## config.mk

```make
export PLATFORM = sky130hd
export DESIGN_NAME = spi_dport
export DESIGN_NICKNAME = d
export VERILOG_FILES = /design/src/rtl/spi_dport_pkg.sv /design/src/rtl/spi_dport_fifo.sv /design/src/rtl/spi_dport_evt.sv /design/src/rtl/spi_dport_req.sv /design/src/rtl/spi_dport.sv
export SDC_FILE = /design/constraint.sdc
export NUM_CORES = 1
export LEC_CHECK = 0
export ABC_AREA = 1
export BUFFER_PORTS_ARGS = -buffer_cell sky130_fd_sc_hd__buf_2
export CELL_PAD_IN_SITES_DETAIL_PLACEMENT = 1
export CELL_PAD_IN_SITES_GLOBAL_PLACEMENT = 1
export CORE_ASPECT_RATIO = 1.1
export CORE_UTILIZATION = 42
export DETAILED_ROUTE_END_ITERATION = 8
export GPL_ROUTABILITY_DRIVEN = 1
export GPL_TIMING_DRIVEN = 0
export HOLD_SLACK_MARGIN = 0.15
export PLACE_DENSITY = 0.81
export SYNTH_ARGS = -nofsm -noshare
export SYNTH_HDL_FRONTEND = slang
export SYNTH_HIERARCHICAL = 1
export SYNTH_SLANG_ARGS = --single-unit
```

## constraint.sdc

```tcl
create_clock -name clk -period 10.5 [get_ports clk]
set_input_delay 0.525 -clock clk [delete_from_list [all_inputs] [get_ports clk]]
set_output_delay 0.525 -clock clk [all_outputs]
set_load 0.005 [all_outputs]
```

## src/rtl/spi_dport_pkg.sv

```systemverilog
package spi_dport_pkg;
  localparam int BUS_W  = 32;
  localparam int EV_N   = 4;
  localparam int EV_TXO = 0;
  localparam int EV_TXU = 1;
  localparam int EV_RXO = 2;
  localparam int EV_RXU = 3;
endpackage

```

## src/rtl/spi_dport_fifo.sv

```systemverilog
module spi_dport_fifo #(
  parameter int DW = 24,
  parameter int AW = 4
) (
  input  logic          clk,
  input  logic          rst,
  input  logic          push,
  input  logic [DW-1:0] din,
  input  logic          pop,
  output logic [DW-1:0] dout,
  output logic [AW:0]   level,
  output logic          full,
  output logic          empty,
  output logic          ovf,
  output logic          unf
);
  localparam int DEPTH = 1 << AW;

  logic [DW-1:0] mem [DEPTH];
  logic [AW:0]   wp, rp;
  logic          do_push, do_pop;

  assign empty   = (wp == rp);
  assign full    = (wp[AW] != rp[AW]) && (wp[AW-1:0] == rp[AW-1:0]);
  assign do_push = push && !full;
  assign do_pop  = pop && !empty;
  assign ovf     = push && full;
  assign unf     = pop && empty;
  assign level   = wp - rp;

  // storage without reset so a block RAM can be inferred
  always_ff @(posedge clk) begin
    if (do_push) mem[wp[AW-1:0]] <= din;
  end

  always_ff @(posedge clk) begin
    if (rst) begin
      wp   <= '0;
      rp   <= '0;
      dout <= '0;
    end else begin
      if (do_push) wp <= wp + 1'b1;
      if (do_pop) begin
        rp   <= rp + 1'b1;
        dout <= mem[rp[AW-1:0]];
      end
    end
  end
endmodule

```

## src/rtl/spi_dport_evt.sv

```systemverilog
module spi_dport_evt #(
  parameter int N = 4
) (
  input  logic         clk,
  input  logic         rst,
  input  logic [N-1:0] set,
  input  logic         clr_en,
  input  logic [N-1:0] clr_mask,
  output logic [N-1:0] flags
);
  logic [N-1:0] clr_vec;
  assign clr_vec = clr_en ? clr_mask : '0;

  always_ff @(posedge clk) begin
    if (rst) flags <= '0;
    else     flags <= (flags & ~clr_vec) | set;  // set wins over clear
  end
endmodule

```

## src/rtl/spi_dport_req.sv

```systemverilog
module spi_dport_req #(
  parameter int AW   = 4,
  parameter int TH_W = 4
) (
  input  logic            clk,
  input  logic            rst,
  input  logic            pio,
  input  logic [AW:0]     tx_level,
  input  logic [AW:0]     rx_level,
  input  logic [TH_W-1:0] tx_th,
  input  logic [TH_W-1:0] rx_th,
  output logic            tx_req,
  output logic            rx_req
);
  localparam int CW = (TH_W > AW + 1) ? TH_W : AW + 1;
  localparam logic [CW-1:0] DEPTH_C = CW'(1 << AW);

  logic [CW-1:0] tx_eff, rx_eff, tx_free, rx_fill;

  assign tx_eff  = (tx_th == '0) ? CW'(1) : CW'(tx_th);
  assign rx_eff  = (rx_th == '0) ? CW'(1) : CW'(rx_th);
  assign tx_free = DEPTH_C - CW'(tx_level);
  assign rx_fill = CW'(rx_level);

  always_ff @(posedge clk) begin
    if (rst) begin
      tx_req <= 1'b0;
      rx_req <= 1'b0;
    end else begin
      tx_req <= pio && (tx_free >= tx_eff);
      rx_req <= pio && (rx_fill >= rx_eff);
    end
  end
endmodule

```

## src/rtl/spi_dport.sv

```systemverilog
module spi_dport
  import spi_dport_pkg::*;
#(
  parameter int CHAR_W = 24,
  parameter int AW     = 4,
  parameter int TH_W   = 4
) (
  input  logic              clk,
  input  logic              rst,
  input  logic              wr_en,
  input  logic [BUS_W-1:0]  wr_data,
  input  logic              rd_en,
  output logic [BUS_W-1:0]  rd_data,
  input  logic              evt_clr_en,
  input  logic [EV_N-1:0]   evt_clr_mask,
  output logic [EV_N-1:0]   events,
  input  logic              pio_mode,
  input  logic [TH_W-1:0]   tx_thresh,
  input  logic [TH_W-1:0]   rx_thresh,
  output logic              tx_req,
  output logic              rx_req,
  input  logic              sh_tx_pop,
  output logic [CHAR_W-1:0] sh_tx_data,
  input  logic              sh_rx_push,
  input  logic [CHAR_W-1:0] sh_rx_data
);
  logic [AW:0]       tx_level, rx_level;
  logic              tx_full, tx_empty, rx_full, rx_empty;
  logic              tx_ovf, tx_unf, rx_ovf, rx_unf;
  logic [CHAR_W-1:0] rx_dout;
  logic [EV_N-1:0]   ev_set;
  logic              unused_hi;

  assign unused_hi = ^wr_data[BUS_W-1:CHAR_W];

  spi_dport_fifo #(.DW(CHAR_W), .AW(AW)) tx_q (
    .clk(clk), .rst(rst),
    .push(wr_en), .din(wr_data[CHAR_W-1:0]),
    .pop(sh_tx_pop), .dout(sh_tx_data),
    .level(tx_level), .full(tx_full), .empty(tx_empty),
    .ovf(tx_ovf), .unf(tx_unf)
  );

  spi_dport_fifo #(.DW(CHAR_W), .AW(AW)) rx_q (
    .clk(clk), .rst(rst),
    .push(sh_rx_push), .din(sh_rx_data),
    .pop(rd_en), .dout(rx_dout),
    .level(rx_level), .full(rx_full), .empty(rx_empty),
    .ovf(rx_ovf), .unf(rx_unf)
  );

  always_comb begin
    ev_set         = '0;
    ev_set[EV_TXO] = tx_ovf;
    ev_set[EV_TXU] = tx_unf;
    ev_set[EV_RXO] = rx_ovf;
    ev_set[EV_RXU] = rx_unf;
  end

  spi_dport_evt #(.N(EV_N)) evt_i (
    .clk(clk), .rst(rst), .set(ev_set),
    .clr_en(evt_clr_en), .clr_mask(evt_clr_mask), .flags(events)
  );

  spi_dport_req #(.AW(AW), .TH_W(TH_W)) req_i (
    .clk(clk), .rst(rst), .pio(pio_mode),
    .tx_level(tx_level), .rx_level(rx_level),
    .tx_th(tx_thresh), .rx_th(rx_thresh),
    .tx_req(tx_req), .rx_req(rx_req)
  );

  assign rd_data = BUS_W'(rx_dout);
endmodule

```

; Word-level counts from Yosys, hierarchy flattened
; Memories as Yosys holds them, arrays and structs flattened. A register that Yosys moved wholly into a read port is not among the register bits.
; Cells that the tools add are included.
; Widths: inputs -> output; s select.
[word_totals]
regBits = 26
ram_bits = 768
input_bits = 76
out_inout_bits = 62
wordCells = 52
n_memories = 2
[memory_table]
columns = memory, depth, width, rd, rd_clocked_by_memory_dff, write_ports, line_no
row1 = rx_q.mem, 16, 24, 1, 1, 1, spi_dport_fifo.sv:19  ; logic [DW-1:0] mem [DEPTH];
row2 = tx_q.mem, 16, 24, 1, 1, 1, spi_dport_fifo.sv:19
[classes]
add_sub_neg = 7
magnitude_cmp = 2
eq_ne = 6
muxes = 7
bitwise = 3
n_reduce_logical = 18
[ops]
columns = operator, n
row1 = $add 5x1->5 const B, 4
row2 = $logic_and 1x1->1, 12
row3 = $mux 4, 3
row4 = $eq 5x5->1, 2
row5 = $ge 5x5->1, 2
row6 = $sub 5x5->5, 2
row7 = $eq 4x4->1, 2
row8 = $logic_not 4->1, 2
row9 = $sub 5x5->5 const A, 1
row10 = $and 4x4->4, 1
row11 = $logic_not 1->1, 4
row12 = $mux 1, 4
row13 = $not 4->4, 1
row14 = $or 4x4->4, 1
row15 = $ne 1x1->1, 2

; Longest topological paths before layout
; Gate-level depths: netlist (run 1).
[depth]
word_depth = 6
ltp_mapped = 15
depth_no_buf = 13

; By module
; The synthesis (run 1) kept the hierarchy.
[by_module_without_submodules]
columns = module, instances, cells_each, area_each_um2, seq_area_each_um2
row1 = spi_dport_fifo, 2, 1673, 17702.0, 12211.7
row2 = spi_dport_req, 1, 58, 359.1, 40.0
row3 = spi_dport_evt, 1, 20, 145.1, 80.1
row4 = spi_dport, 1, 9, 63.8, 0.0

; Least setup slack after synthesis (run 1)
; OpenSTA, ideal clock, no wires.
[synth_path]
path_kind = reg2reg
start = register rx_q.rp[1]
end = memory rx_q.mem[3][0], enable pin
setup_ns = 0.435
arrival_time_ns = 3.281
required_ns = 10.065
slack_ns = 6.784
stages_incl_launch_ff = 12
path_buffers = 4
synth_period_minus_slack_ns = 3.716
cell_sequence = dfxtp_1 > buf_4 > clkinv_2 > buf_4 > buf_2 > ha_1 > nand2_1 > nor2_4 > nand3_2 > nand2_1 > buf_4 > nor3_1
[synth_between]
elab_chain_cells = 6
[synth_rtl]
columns = item, line_no
row1 = from (decl), spi_dport_fifo.sv:20  ; logic [AW:0] wp, rp;
row2 = from (signal assigned), spi_dport_fifo.sv:44  ; rp <= rp + 1'b1;
row3 = $eq 4x4->1, spi_dport_fifo.sv:24  ; assign full = (wp[AW] != rp[AW]) && (wp[AW-1:0] == rp[AW-1:0]);
row4 = $logic_and 1x1->1, spi_dport_fifo.sv:24
row5 = $logic_not 1->1, spi_dport_fifo.sv:25  ; assign do_push = push && !full;
row6 = $logic_and 1x1->1, spi_dport_fifo.sv:25
row7 = $mux 1, spi_dport_fifo.sv:33  ; if (do_push) mem[wp[AW-1:0]] <= din;
row8 = $mux 1 (implied by the code), spi_dport_fifo.sv:33
row9 = to (decl), spi_dport_fifo.sv:19
; Every way passes these cells.

; Worst setup path in the final report (run 1)
[layout_path]
start = register tx_q.rp[2]
end = memory tx_q.mem[0][13], enable pin
[layout_between]
elab_chain_cells = 6
[layout_rtl]
columns = item, line_no
row1 = from (decl), spi_dport_fifo.sv:20
row2 = from (signal assigned), spi_dport_fifo.sv:44
row3 = $eq 4x4->1, spi_dport_fifo.sv:24
row4 = $logic_and 1x1->1, spi_dport_fifo.sv:24
row5 = $logic_not 1->1, spi_dport_fifo.sv:25
row6 = $logic_and 1x1->1, spi_dport_fifo.sv:25
row7 = $mux 1, spi_dport_fifo.sv:33
row8 = $mux 1 (implied by the code), spi_dport_fifo.sv:33
row9 = to (decl), spi_dport_fifo.sv:19
; Every way passes these cells.

==> out/summary.txt, run 1 <==
Tot GR Track Use - 25.4%
Critical Path Sink Type - register
RSZ-0062 raised after global routing - false
crit path launch type - register
slowest CP cell - nor2_4
Clk Latency, worst-skew pair - 0.65 ns
Setup Slack @ Placement - 6.71 ns
Max clock buf depth - 3
Hold Path Depth - 4
Worst EP required - 10.74 ns
outcome - finished, final reports clean
initial antenna violation count - 1
relative slew slack - 30.5%
grt total ovfl - 0
global-route wire length before repair - 164000 microns
Max-Cap Viols - 0
HP Start - evt_clr_en
mapped cell area - 0.0359 sq mm
critical path class - reg2reg
FMAX - 257 MHz
clk sinks - 842
TritonCTS Buffers - 87
Pre-antenna DRT Iters - 6
Arrival @ worst endpoint - 4.14 ns
WP buf/inv - 4
worst hold endpoint - evt_i/flags[3]$_SDFF_PP0_
drt initial violations - 1954
chip height - 309 microns
gpl congestion - 0.836
R2R Setup Slk - 6.60 ns
PostCTS Resize Cnt - 0
minimum clock period - 3.90 ns
buffer type at the clock tree root - clkbuf_16
final wirelength - 111000 microns
syn_area_per_cell - 10.5 sq um
Final Max Slew Viols - 0
layout cells sized above 1 - 12.3%
synth warn - 6
wire per inst - 22.7 microns
number of global-route vias before repair - 28016
pin count of the biggest net entering global routing - 25
Max Clock Skew - 0.0427 ns
CTS tree - yes
critical-path cell list - buf_4 > inv_2 > clkbuf_1 > ha_1 > nand2_2 > nor2_4 > nand3_2 > nand2_1 > inv_1 > nand2_1 > nor2_4
nets - 3773
detailed placer's ending HPWL - 75100 microns
Detail Route Antenna Nets - 0
DRC errors left - 0
final hold vios - 0
static leakage - 0.0172 uW
Max VDD drop - 0.168 mV
initial core utilization - 42.4%
worst slew pin tran - 1.04 ns
PortBufs - 121
Worst-path clk slew - 0.06 ns
slowest stage delay, CP - 0.86 ns
area grow syn2layout - 15.0%
Final Cycle Share - 37.1%
Final setup violation count - 0
worst r2r path cells - 11
# rows - 112
pwr/cell area - 197 mW/mm^2
final worst slack - 6.60 ns
postcts setup bufs - 0
fillers - 9308
core area - 0.0848 sq mm
IO Pins - 138
FF-to-FF Start - tx_q/rp[2]$_SDFFE_PP0P_
Hold Buf Count CTS - 3
Reg-to-Reg End - tx_q/mem[0][13]$_DFFE_PP_
Chip Width - 281 microns
Syn Inst Count - 3427
worst-path fanout max - 24
CP startpoint - tx_q/rp[2]$_SDFFE_PP0P_
crit-path leading delay family - simple AND/OR/NAND/NOR gates
setup tns final - 0 ns
via-per-instance ratio - 5.36
vias - 26167
Hold WC Path Type - in2reg
Worst Hold Margin - 0.202 ns
die footprint - 0.0868 sq mm
H-tree depth - 3
[worst max-delay path by stage]
stage / endpoint / slack, ns / depth (start not counted)
2_1_floorplan: rx_q/mem[3][0]$_DFFE_PP_ / 6.79 / 11
3_3_place_gp: tx_q/mem[3][7]$_DFFE_PP_ / 4.57 / 10
3_5_place_dp: tx_q/mem[0][7]$_DFFE_PP_ / 6.71 / 11
4_1_cts: tx_q/mem[0][13]$_DFFE_PP_ / 6.66 / 11
5_1_grt: tx_q/mem[14][14]$_DFFE_PP_ / 6.49 / 12
6_report: tx_q/mem[0][13]$_DFFE_PP_ / 6.60 / 11
[placed cells by master, fill, tap and decap left out, drive strengths merged]
cell / n
clkinv: 25
nor3: 8
o21ai: 61
xnor2: 1
dfxtp: 74
nor2: 94
dlygate4sd1: 2
xor2: 13
clkinvlp: 1
dlygate4sd3: 3
bufinv: 4
ha: 27
nand3: 544
nand4: 2
fa: 2
buf: 286
conb: 8
inv: 538
diode: 2
a21oi: 123
edfxtp: 768
clkbuf: 158
a31o: 2
dlymetal6s2s: 2
nand2: 991
[tightest hold or removal path, cell delays in order]
cell	delay, ns
buf_2	0.11
nand2_1	0.05
nand2_1	0.05
a21oi_1	0.05
[flip-flops by register name, indices dropped and copies added (netlist names)]
register / cells
rx_q/mem: 384
tx_q/mem: 384
rx_q/dout: 24
tx_q/dout: 24
rx_q/rp: 5
rx_q/wp: 5
tx_q/rp: 5
tx_q/wp: 5
evt_i/flags: 4
req_i/rx_req: 1
req_i/tx_req: 1
[power by group]
part | internal (uW) | leakage [uW] | switching (uW) | total (uW)
sequential | 3740 | 0.00755 | 51.4 | 3790
clock | 1740 | 0.00136 | 1300 | 3040
combinational | 367 | 0.00827 | 961 | 1330
total | 5850 | 0.0172 | 2310 | 8160
[through the flow]
stage,util (%),cells,total power [uW],cell area (sq um)
2_1_floorplan,-,3434,4590,36000
3_3_place_gp,44.8,4695,5080,38000
3_5_place_dp,45.4,4716,5150,38500
4_1_cts,48.7,4877,8180,41300
5_1_grt,48.7,4878,8420,41300
6_report,48.8,4879,8160,41300
[routing by layer]
layer  track usage (%)  up-vias  share of wire [%]
li1                  -    11711                  -
met1              28.5    13113                 37
met2              45.7     1014                 52
met3              3.42      329                5.1
met4              15.0        0                5.9
met5                 0        -                  0
[cell type report]
type	count	area (sq um)	share of cell area, %
Multi-Input combinational cell	1876	8580	20.8
Buffer	176	1000	2.42
Inverter	540	2040	4.93
Clock inverter	28	310	0.751
Sequential cell	842	24500	59.4
Tap cell	1140	1430	3.45
Clock buffer	130	2480	6.00
Timing Repair Buffer	145	943	2.28
Antenna cell	2	5.00	0.0121
(Power assumes the default switching activity.)
==> run 2, diff against run 1 <==
- clock period: 10.5 -> 3.6 ns (I/O delays scaled with it)
==> run 2 against run 1 <==
Clock power rose to 2.9 times the previous value. Non-clock buffer count rose by 76. Total power rose to 2.9 times the previous value. Via count rose by 3.1%. Largest power group unchanged. The run now ends with negative setup slack left. Routed wire length rose by 6.2%. Cell count rose by 1.7%. Critical path type unchanged. Sequential power rose to 2.9 times the previous value. Utilization rose by 1.1 points. Sequential share of layout area fell by 1.3 points. Clock skew rose by 0.0028 ns. Flip-flop and latch count did not move.
==> out/summary.txt, run 2 (synthesis gave the netlist of run 1 again) <==
layout cells sized above 1 - 12.7%
R2R Setup Slk - -0.11 ns
Final setup violation count - 180
Reg-to-Reg End - rx_q/mem[10][3]$_DFFE_PP_
minimum clock period - 3.71 ns
Int Power - 17100 uW
Flop pwr share - 46.0%
Sw Pwr - 6920 uW
detailed placer's ending HPWL - 75100 microns
clk sinks - 842
Max VDD drop - 0.500 mV
IO Pins - 138
Util after Layout - 49.8%
critical path class - reg2reg
HP Start - rx_thresh[3]
grt total ovfl - 0
via-per-instance ratio - 5.43
outcome - finished, violations left
Final Cycle Share - 103%
TritonCTS Buffers - 87
Clk Latency, worst-skew pair - 0.65 ns
pwr/cell area - 569 mW/mm^2
crit path launch type - register
# rows - 112
Detail Route Antenna Nets - 0
CP startpoint - rx_q/rp[1]$_SDFFE_PP0P_
H-tree depth - 3
Gate power share - 16.8%
overall power - 24000 uW
Critical Path Sink Type - register
Max Clock Skew - 0.0455 ns
most common cell after layout, fill and taps aside - nand2_1
final wirelength - 118000 microns
Arrival @ worst endpoint - 3.97 ns
Chip Width - 281 microns
global-route wire length before repair - 170000 microns
gpl congestion - 0.836
wire per inst - 23.7 microns
Sw Share - 28.8%
CTS tree - yes
RSZ-0062 raised after global routing - true
worst-path fanout max - 24
drt initial violations - 2217
FMAX - 270 MHz
final hold vios - 0
core area - 0.0848 sq mm
relative slew slack - 30.8%
number of global-route vias before repair - 28631
Worst-path clk slew - 0.06 ns
DRC errors left - 0
Clk pwr share - 37.2%
initial core utilization - 42.4%
Setup Slack @ Placement - -0.188 ns
pin count of the biggest net entering global routing - 25
FF-to-FF Start - rx_q/rp[1]$_SDFFE_PP0P_
buffer type at the clock tree root - clkbuf_16
Hold WC Path Type - in2reg
most frequent cells in the layout - nand2_1 (980), edfxtp_1 (768), nand3_1 (540), inv_1 (526), buf_2 (216)
die footprint - 0.0868 sq mm
worst r2r path cells - 12
worst slew pin tran - 1.04 ns
vias - 26973
capture point of the worst path - rx_q/mem[10][3]$_DFFE_PP_
Max clock buf depth - 3
area grow syn2layout - 17.6%
chip height - 309 microns
initial antenna violation count - 3
PortBufs - 121
final worst slack - -0.108 ns
Pre-antenna DRT Iters - 5
Max-Cap Viols - 0
static leakage - 0.0176 uW
Final Max Slew Viols - 0
violated checks - negative setup slack
Tot GR Track Use - 26.3%
Worst EP required - 3.86 ns
nets - 3857
-- run 2: worst min path at each step --
stage                                           end  cells past startpoint
after floorplan           evt_i/flags[0]$_SDFF_PP0_                      1
final                       req_i/rx_req$_SDFF_PP0_                      7
after global routing        req_i/rx_req$_SDFF_PP0_                      7
after CTS                   req_i/rx_req$_SDFF_PP0_                      7
after global placement    evt_i/flags[3]$_SDFF_PP0_                      2
after detailed placement  evt_i/flags[0]$_SDFF_PP0_                      2
-- run 2: cell type report --
cell class | count | area (sq um)
Fill cell | 9262 | 42500
Clock inverter | 28 | 310
Antenna cell | 3 | 7.51
Clock buffer | 130 | 2480
Sequential cell | 842 | 24500
Buffer | 174 | 993
Timing Repair Buffer | 223 | 1780
Multi-Input combinational cell | 1884 | 8690
Inverter | 540 | 2040
Tap cell | 1140 | 1430
-- run 2: metrics by stage --
stage                     TNS [ns]  cell area, sq um  std cells  hold WS (ns)
after floorplan             -16.22             36000       3434         0.249
after global placement     -924.46             38000       4695         0.448
after detailed placement    -19.01             38500       4716         0.456
after CTS                        0             42000       4946         0.180
after global routing        -29.84             42300       4963         0.209
final                       -11.09             42300       4964         0.174
-- run 2: critical path, stage by stage, from the launching register on --
cell and delay [ns]:
dfxtp_1 0.34, buf_4 0.20, clkinv_2 0.18, buf_4 0.24, buf_2 0.24, ha_1 0.32, nand2_1 0.11, nor2_4 0.06
nand3_2 0.06, nand2_1 0.11, inv_1 0.17, nand2_1 0.37, nor2_4 0.87
-- run 2: layer usage --
layer / up-vias / routed length (microns) / global-route usage [%] / share of wire [%]
met5: - / 16 / 0 / 0.014
met4: 2 / 7300 / 14.9 / 6.2
met3: 387 / 7170 / 3.58 / 6.1
met2: 1215 / 60700 / 47.6 / 52
met1: 13493 / 42500 / 29.6 / 36
li1: 11876 / - / - / -
-- run 2: what timing repair did --
action / CTS / global route
pin swaps: 4 / 8
gates resized for setup: 7 / 6
endpoints found under the hold margin: 793 / 0
setup buffers: 3 / 11
gates cloned: 3 / 5
hold buffers: 67 / 0
endpoints found under the setup margin: 255 / 395
-- run 2: power by group through the flow --
stage                     Sequential (uW)  Clock [uW]  Combinational [uW]
after detailed placement            11300           0                3780
after CTS                           11000        8970                3930
after global placement              11300           0                3560
final                               11100        8950                4050
after global routing                11100        9370                4320
after floorplan                     11200           0                2180
